<file path="src/rtl/shadow_dec_pkg.sv">
package shadow_dec_pkg;
  // per-segment access attribute
  typedef struct packed {
    logic rd;
    logic wr;
  } seg_attr_t;

  localparam int unsigned PAIRS_PER_BYTE = 4;
  localparam int unsigned CTRL_W         = 8;
endpackage

</file>
<file path="src/rtl/shadow_cfg_regs.sv">
module shadow_cfg_regs
  import shadow_dec_pkg::*;
#(
  parameter int unsigned CTRL_BYTES = 4,
  localparam int unsigned IDX_W = $clog2(CTRL_BYTES)
) (
  input  logic                                clk,
  input  logic                                rst_n,
  input  logic                                we,
  input  logic [IDX_W-1:0]                    idx,
  input  logic [CTRL_W-1:0]                   wdata,
  output logic [CTRL_BYTES-1:0][CTRL_W-1:0]   ctrl
);
  logic [CTRL_BYTES-1:0][CTRL_W-1:0] ctrl_q, ctrl_d;
  logic [CTRL_BYTES-1:0]             byte_en;

  // per-byte clock enables
  generate
    for (genvar b = 0; b < CTRL_BYTES; b++) begin : g_en
      assign byte_en[b] = we && (idx == IDX_W'(b));
    end
  endgenerate

  always_comb begin
    ctrl_d = ctrl_q;
    for (int b = 0; b < CTRL_BYTES; b++) begin
      if (byte_en[b]) ctrl_d[b] = wdata;
    end
  end

  always_ff @(posedge clk or negedge rst_n) begin
    if (!rst_n) ctrl_q <= '0;
    else if (we) ctrl_q <= ctrl_d;
  end

  assign ctrl = ctrl_q;
endmodule

</file>
<file path="src/rtl/shadow_seg_attr.sv">
module shadow_seg_attr
  import shadow_dec_pkg::*;
#(
  parameter int unsigned CTRL_BYTES = 4,
  parameter int unsigned N_SMALL    = 12,
  parameter int unsigned BIOS_FIRST = 8,
  parameter int unsigned SMRAM_BIT  = 7,
  localparam int unsigned N_SEG = N_SMALL + 1
) (
  input  logic [CTRL_BYTES-1:0][CTRL_W-1:0] ctrl,
  output seg_attr_t [N_SEG-1:0]             attr,
  output logic                              bios_rd,
  output logic                              bios_wr,
  output logic                              smram
);
  localparam int unsigned LAST = CTRL_BYTES - 1;

  // small segments: two bits each, four per byte
  generate
    for (genvar s = 0; s < N_SMALL; s++) begin : g_small
      localparam int unsigned BYTE = s / PAIRS_PER_BYTE;
      localparam int unsigned PAIR = s % PAIRS_PER_BYTE;
      assign attr[s].wr = ctrl[BYTE][2*PAIR];
      assign attr[s].rd = ctrl[BYTE][2*PAIR+1];
    end
  endgenerate

  // single top segment from the last byte
  assign attr[N_SMALL].wr = ctrl[LAST][0];
  assign attr[N_SMALL].rd = ctrl[LAST][1];

  always_comb begin
    bios_rd = 1'b0;
    bios_wr = 1'b0;
    for (int s = BIOS_FIRST; s < N_SEG; s++) begin
      bios_rd = bios_rd | attr[s].rd;
      bios_wr = bios_wr | attr[s].wr;
    end
  end

  assign smram = ctrl[LAST][SMRAM_BIT];

  logic unused_bits;
  assign unused_bits = ^ctrl[LAST][SMRAM_BIT-1:2];
endmodule

</file>
<file path="src/rtl/shadow_addr_sel.sv">
module shadow_addr_sel
  import shadow_dec_pkg::*;
#(
  parameter int unsigned ADDR_W    = 20,
  parameter int unsigned SEG_SHIFT = 14,
  parameter int unsigned N_SMALL   = 12,
  localparam int unsigned N_SEG  = N_SMALL + 1,
  localparam int unsigned HI_W   = ADDR_W - SEG_SHIFT,
  localparam int unsigned SUB_W  = HI_W - 2,
  localparam int unsigned SEL_W  = $clog2(N_SEG)
) (
  input  logic [HI_W-1:0]        addr_hi,
  input  logic                   is_write,
  input  seg_attr_t [N_SEG-1:0]  attr,
  output logic                   route_int
);
  logic             in_zone;
  logic             in_top;
  logic [SUB_W-1:0] sub_idx;
  logic [SEL_W-1:0] sel;
  seg_attr_t        hit;

  assign in_zone = &addr_hi[HI_W-1 -: 2];
  assign sub_idx = addr_hi[SUB_W-1:0];
  assign in_top  = &sub_idx[SUB_W-1 -: 2];

  always_comb begin
    if (in_top) sel = SEL_W'(N_SMALL);
    else        sel = SEL_W'(sub_idx);
    hit = attr[sel];
  end

  assign route_int = !in_zone || (is_write ? hit.wr : hit.rd);
endmodule

</file>
<file path="src/rtl/shadow_route_dec.sv">
module shadow_route_dec
  import shadow_dec_pkg::*;
#(
  parameter int unsigned ADDR_W     = 20,
  parameter int unsigned SEG_SHIFT  = 14,
  parameter int unsigned N_SMALL    = 12,
  parameter int unsigned BIOS_FIRST = 8,
  parameter int unsigned CTRL_BYTES = 4,
  parameter int unsigned SMRAM_BIT  = 7,
  localparam int unsigned IDX_W = $clog2(CTRL_BYTES),
  localparam int unsigned N_SEG = N_SMALL + 1
) (
  input  logic              clk,
  input  logic              rst_n,
  input  logic              cfg_we,
  input  logic [IDX_W-1:0]  cfg_idx,
  input  logic [7:0]        cfg_wdata,
  input  logic [ADDR_W-1:0] acc_addr,
  input  logic              acc_write,
  output logic              route_int,
  output logic              bios_rd_shadow,
  output logic              bios_wr_shadow,
  output logic              smram_en
);
  logic [CTRL_BYTES-1:0][CTRL_W-1:0] ctrl;
  seg_attr_t [N_SEG-1:0]             attr;

  shadow_cfg_regs #(.CTRL_BYTES(CTRL_BYTES)) u_regs (
    .clk   (clk),
    .rst_n (rst_n),
    .we    (cfg_we),
    .idx   (cfg_idx),
    .wdata (cfg_wdata),
    .ctrl  (ctrl)
  );

  shadow_seg_attr #(
    .CTRL_BYTES(CTRL_BYTES), .N_SMALL(N_SMALL),
    .BIOS_FIRST(BIOS_FIRST), .SMRAM_BIT(SMRAM_BIT)
  ) u_attr (
    .ctrl    (ctrl),
    .attr    (attr),
    .bios_rd (bios_rd_shadow),
    .bios_wr (bios_wr_shadow),
    .smram   (smram_en)
  );

  shadow_addr_sel #(
    .ADDR_W(ADDR_W), .SEG_SHIFT(SEG_SHIFT), .N_SMALL(N_SMALL)
  ) u_sel (
    .addr_hi   (acc_addr[ADDR_W-1:SEG_SHIFT]),
    .is_write  (acc_write),
    .attr      (attr),
    .route_int (route_int)
  );

  logic unused_lo;
  assign unused_lo = ^acc_addr[SEG_SHIFT-1:0];
endmodule

</file>
<file path="config.mk">
export PLATFORM = sky130hd
export DESIGN_NAME = shadow_route_dec
export DESIGN_NICKNAME = d
export VERILOG_FILES = /design/src/rtl/shadow_dec_pkg.sv /design/src/rtl/shadow_cfg_regs.sv /design/src/rtl/shadow_seg_attr.sv /design/src/rtl/shadow_addr_sel.sv /design/src/rtl/shadow_route_dec.sv
export SDC_FILE = /design/constraint.sdc
export NUM_CORES = 1
export LEC_CHECK = 0
export CAP_MARGIN = 5
export CORE_UTILIZATION = 46
export DETAILED_ROUTE_END_ITERATION = 8
export MAX_ROUTING_LAYER = met4
export PLACE_DENSITY = 0.78
export REMOVE_ABC_BUFFERS = 1
export SETUP_SLACK_MARGIN = 0.05
export SLEW_MARGIN = 20
export SYNTH_ARGS = -nofsm -noshare
export SYNTH_HDL_FRONTEND = slang
export SYNTH_SLANG_ARGS = --single-unit
export TNS_END_PERCENT = 20
</file>
<file path="constraint.sdc">
create_clock -name clk -period 1.8 [get_ports clk]
set_clock_uncertainty 0.2 [all_clocks]
set_input_delay 0.27 -clock clk [delete_from_list [all_inputs] [get_ports clk]]
set_output_delay 0.27 -clock clk [all_outputs]
set_load 0.1 [all_outputs]
</file>
==> results by group <==
Synthesis
  • Yosys reg bits: 27
  • Ys async rst share: 100.0%
  • Synthesized area per cell: ~14 sq um
  • Synth unique cells: 26
  • Seq/Total Area, Yosys: 50.99%
  • Synth top area share: 50.99%
  • Post-synth top cells: dfrtp_1 (27), mux2_2 (27), mux2i_1 (7)
  • Post-Synthesis Cells: 97
  • Post-synth EDFFs: 0
  • Synth area leader: dfrtp_1
  • Synth warnings: 0
  • Dominant cells by area after synthesis: dfrtp_1 (51%), mux2_2 (23%), mux2i_1 (5.3%)
  • Post-synth top flop: dfrtp_1
  • Post-Syn Area: about 1300 sq um

Route
  • Post-route ant nets: 0
  • DRC: 0
  • DRT iter0 DRCs: 18
  • WL per Instance: ~16 um
  • TritonRoute pass-1 iters: 4
  • Routed via count: 922
  • Drt total wl: roughly 2700 um
  • Avg Vias per Cell: ~5.5

Setup path
  • CP Cell Sequence: mux4_2 -> nor2b_4 -> a211oi_2 -> o311ai_2 -> buf_12
  • CP Capture Type: output pin
  • Crit-path max FO: 2
  • Worst path max stage delay: 0.46 ns
  • Startpoint Class: flip-flop
  • Slowest CP cell: mux4_2
  • Crit path DAT: 1.85 ns
  • Crit path required time: 1.33 ns
  • Critical path class: flip-flop to output pin

Power and ir drop
  • Logic pwr share: a little under 30%
  • Clock network power share: 17.6%
  • Max VDD drop: 0.5559 mV
  • Net Sw Power: between 400 and 500 uW
  • Leakage power: around 0.00077 uW
  • Sw Share: 29.76%
  • Pint: 1054 uW
  • PwrDens: 849.1 nW/um^2
  • Sequential share of power: between 50 and 60%

Status
  • Status: complete, but fails checks
  • Violated checks: setup timing

GRT
  • Vias in the first global route: 977
  • First-pass GRT wire length: ~4700 um
  • Initial antenna violation count: 0
  • Largest net degree at the start of global routing: 28
  • Gr ovfl total: 0
  • All-layer global routing usage: 20.81%

Floorplan
  • Die height: 55.67 um
  • Chip width: 55.67 um
  • Core box area: approximately 2700 sq um
  • IO Pins: 38
  • Starting Density: 48.47%
  • Core Rows: 19
  • Die area: 3099 sq um

Timing
  • RSZ-0062 raised after global routing: yes
  • Slew @ Worst Pin: between 0.3 and 0.4 ns
  • FMAX: 0.4311 GHz
  • Max Slew Vio Count: 0
  • Final Hold Vio Count: 0
  • Worst hold margin: 0.07823 ns
  • Slew Limit Headroom: 77.81%
  • Crit path setup slack, layout: -0.5198 ns
  • Period minus WS final: 2.320 ns
  • Setup violators final: 2
  • Final cycle utilization of the critical path: 128.9%

Clock tree
  • # clock sinks: 27
  • CTS tree: yes
  • Clock slew at reported path FFs: approximately 0.14 ns
  • Clock Root Buffer: clkbuf_4
  • Clock Latency Late Sink: 0.33 ns
  • Clock tree buffer depth: 2
  • H-tree depth: 1
  • Number of CTS-inserted buffers: 3
  • Hold Buf Count CTS: 0

Placement
  • Post-detail-place hpwl: 2141 um
  • Final RePlAce weighted congestion: 0.8146
  • DP Cell Count: 162
  • Pre-CTS worst setup slack: -0.7280 ns
  • Port buffer count: 23

Final layout
  • Final Non-Filler Cells: 168
  • Max reg flops: 27
  • Area delta synth->final: 33.33%
  • Final nets: 172
  • N_diodes: 0
  • Share of layout cells above drive strength 1: 40.15%

Job
  • Max Cap Viol: 0

Hold path
  • Hold crit path type: input port to async pin
-- layer usage --
layer | part of all wire (%) | track usage [%]
met3 | 3.2 | 3.023
met5 | 0 | -
met4 | 2.0 | 10.71
met2 | 52 | 34.25
met1 | 43 | 24.92
-- final timing paths --
| check | from | endpoint | slack, ns | cells after the start |
|---|---|---|---|---|
| max in group asynchronous | rst_n | u_regs.ctrl[16] | 1.07 | 2 |
| max reg2reg | u_regs.ctrl[5] | u_regs.ctrl[5] | 0.71 | 2 |
| max | u_regs.ctrl[5] | route_int | -0.52 | 5 |
| min | rst_n | u_regs.ctrl[5] | 0.08 | 2 |
| min reg2reg | u_regs.ctrl[9] | u_regs.ctrl[9] | 0.32 | 1 |
| min in group clk | u_regs.ctrl[9] | u_regs.ctrl[9] | 0.32 | 1 |
-- power groups by stage --
stage          Sequential [uW]  Clock (uW)  Combinational, uW
2_1_floorplan              809           0                236
3_3_place_gp               797           0                424
3_5_place_dp               807           0                438
4_1_cts                    794         274                449
5_1_grt                    809         285                478
6_report                   793         264                443
-- area by class of cell --
class	count	area, sq um
Clock buffer	4	26.28
Fill cell	201	967.2
Inverter	3	11.26
Multi-Input combinational cell	65	619.3
Sequential cell	27	675.6
Tap cell	31	38.79
Timing Repair Buffer	38	395.4
-- worst max-delay path: cells and delay by family (launching register included) --
kind,cells,cell delay (ns)
mux,1,0.46
flops,1,0.41
compound gates,2,0.30
buf+inv,1,0.20
simple gates,1,0.14
-- logic make-up after synthesis --
group / Yosys count / synth area share [%]
simple gates: 19 / 8.687
mux: 36 / 31.92
buf+inv: 5 / 2.549
flops: 27 / 50.99
compound gates: 10 / 5.855
-- per-stage QoR --
step	util, %	cell area [sq um]	setup TNS (ns)	total power [uW]
6_report	64.62	1767	-0.5254	1500
4_1_cts	64.62	1767	-0.5377	1516
3_5_place_dp	62.97	1722	-0.8182	1245
3_3_place_gp	62.97	1722	-0.6803	1221
2_1_floorplan	-	1303	-1.744	1045
5_1_grt	64.62	1767	-0.6239	1572
-- timing repair --
action	CTS	global route
pin swaps	3	2
gates resized for setup	7	0
buffers inserted	2	0
endpoints found under the setup margin	2	3
-- placed cells by master (no fill, tap or decap), drive strengths merged --
cell type,netlist,final
o2111ai,1,1
a31oi,1,1
nand2,6,6
mux2,27,27
nor2,3,3
clkbuf,0,4
a211oi,1,1
clkdlybuf4s50,0,16
dfrtp,27,27
nor3,1,1
nand3b,2,2
dlygate4sd2,0,3
nand3,1,1
a22oi,2,2
o21a,1,1
o311ai,2,2
buf,2,19
nor2b,2,2
mux4,2,2
nor3b,1,1
nand2b,1,1
mux2i,7,7
nand4bb,1,1
a21oi,2,2
nor4,1,1
inv,3,3
No activity file was read; power rests on OpenSTA's default activity.
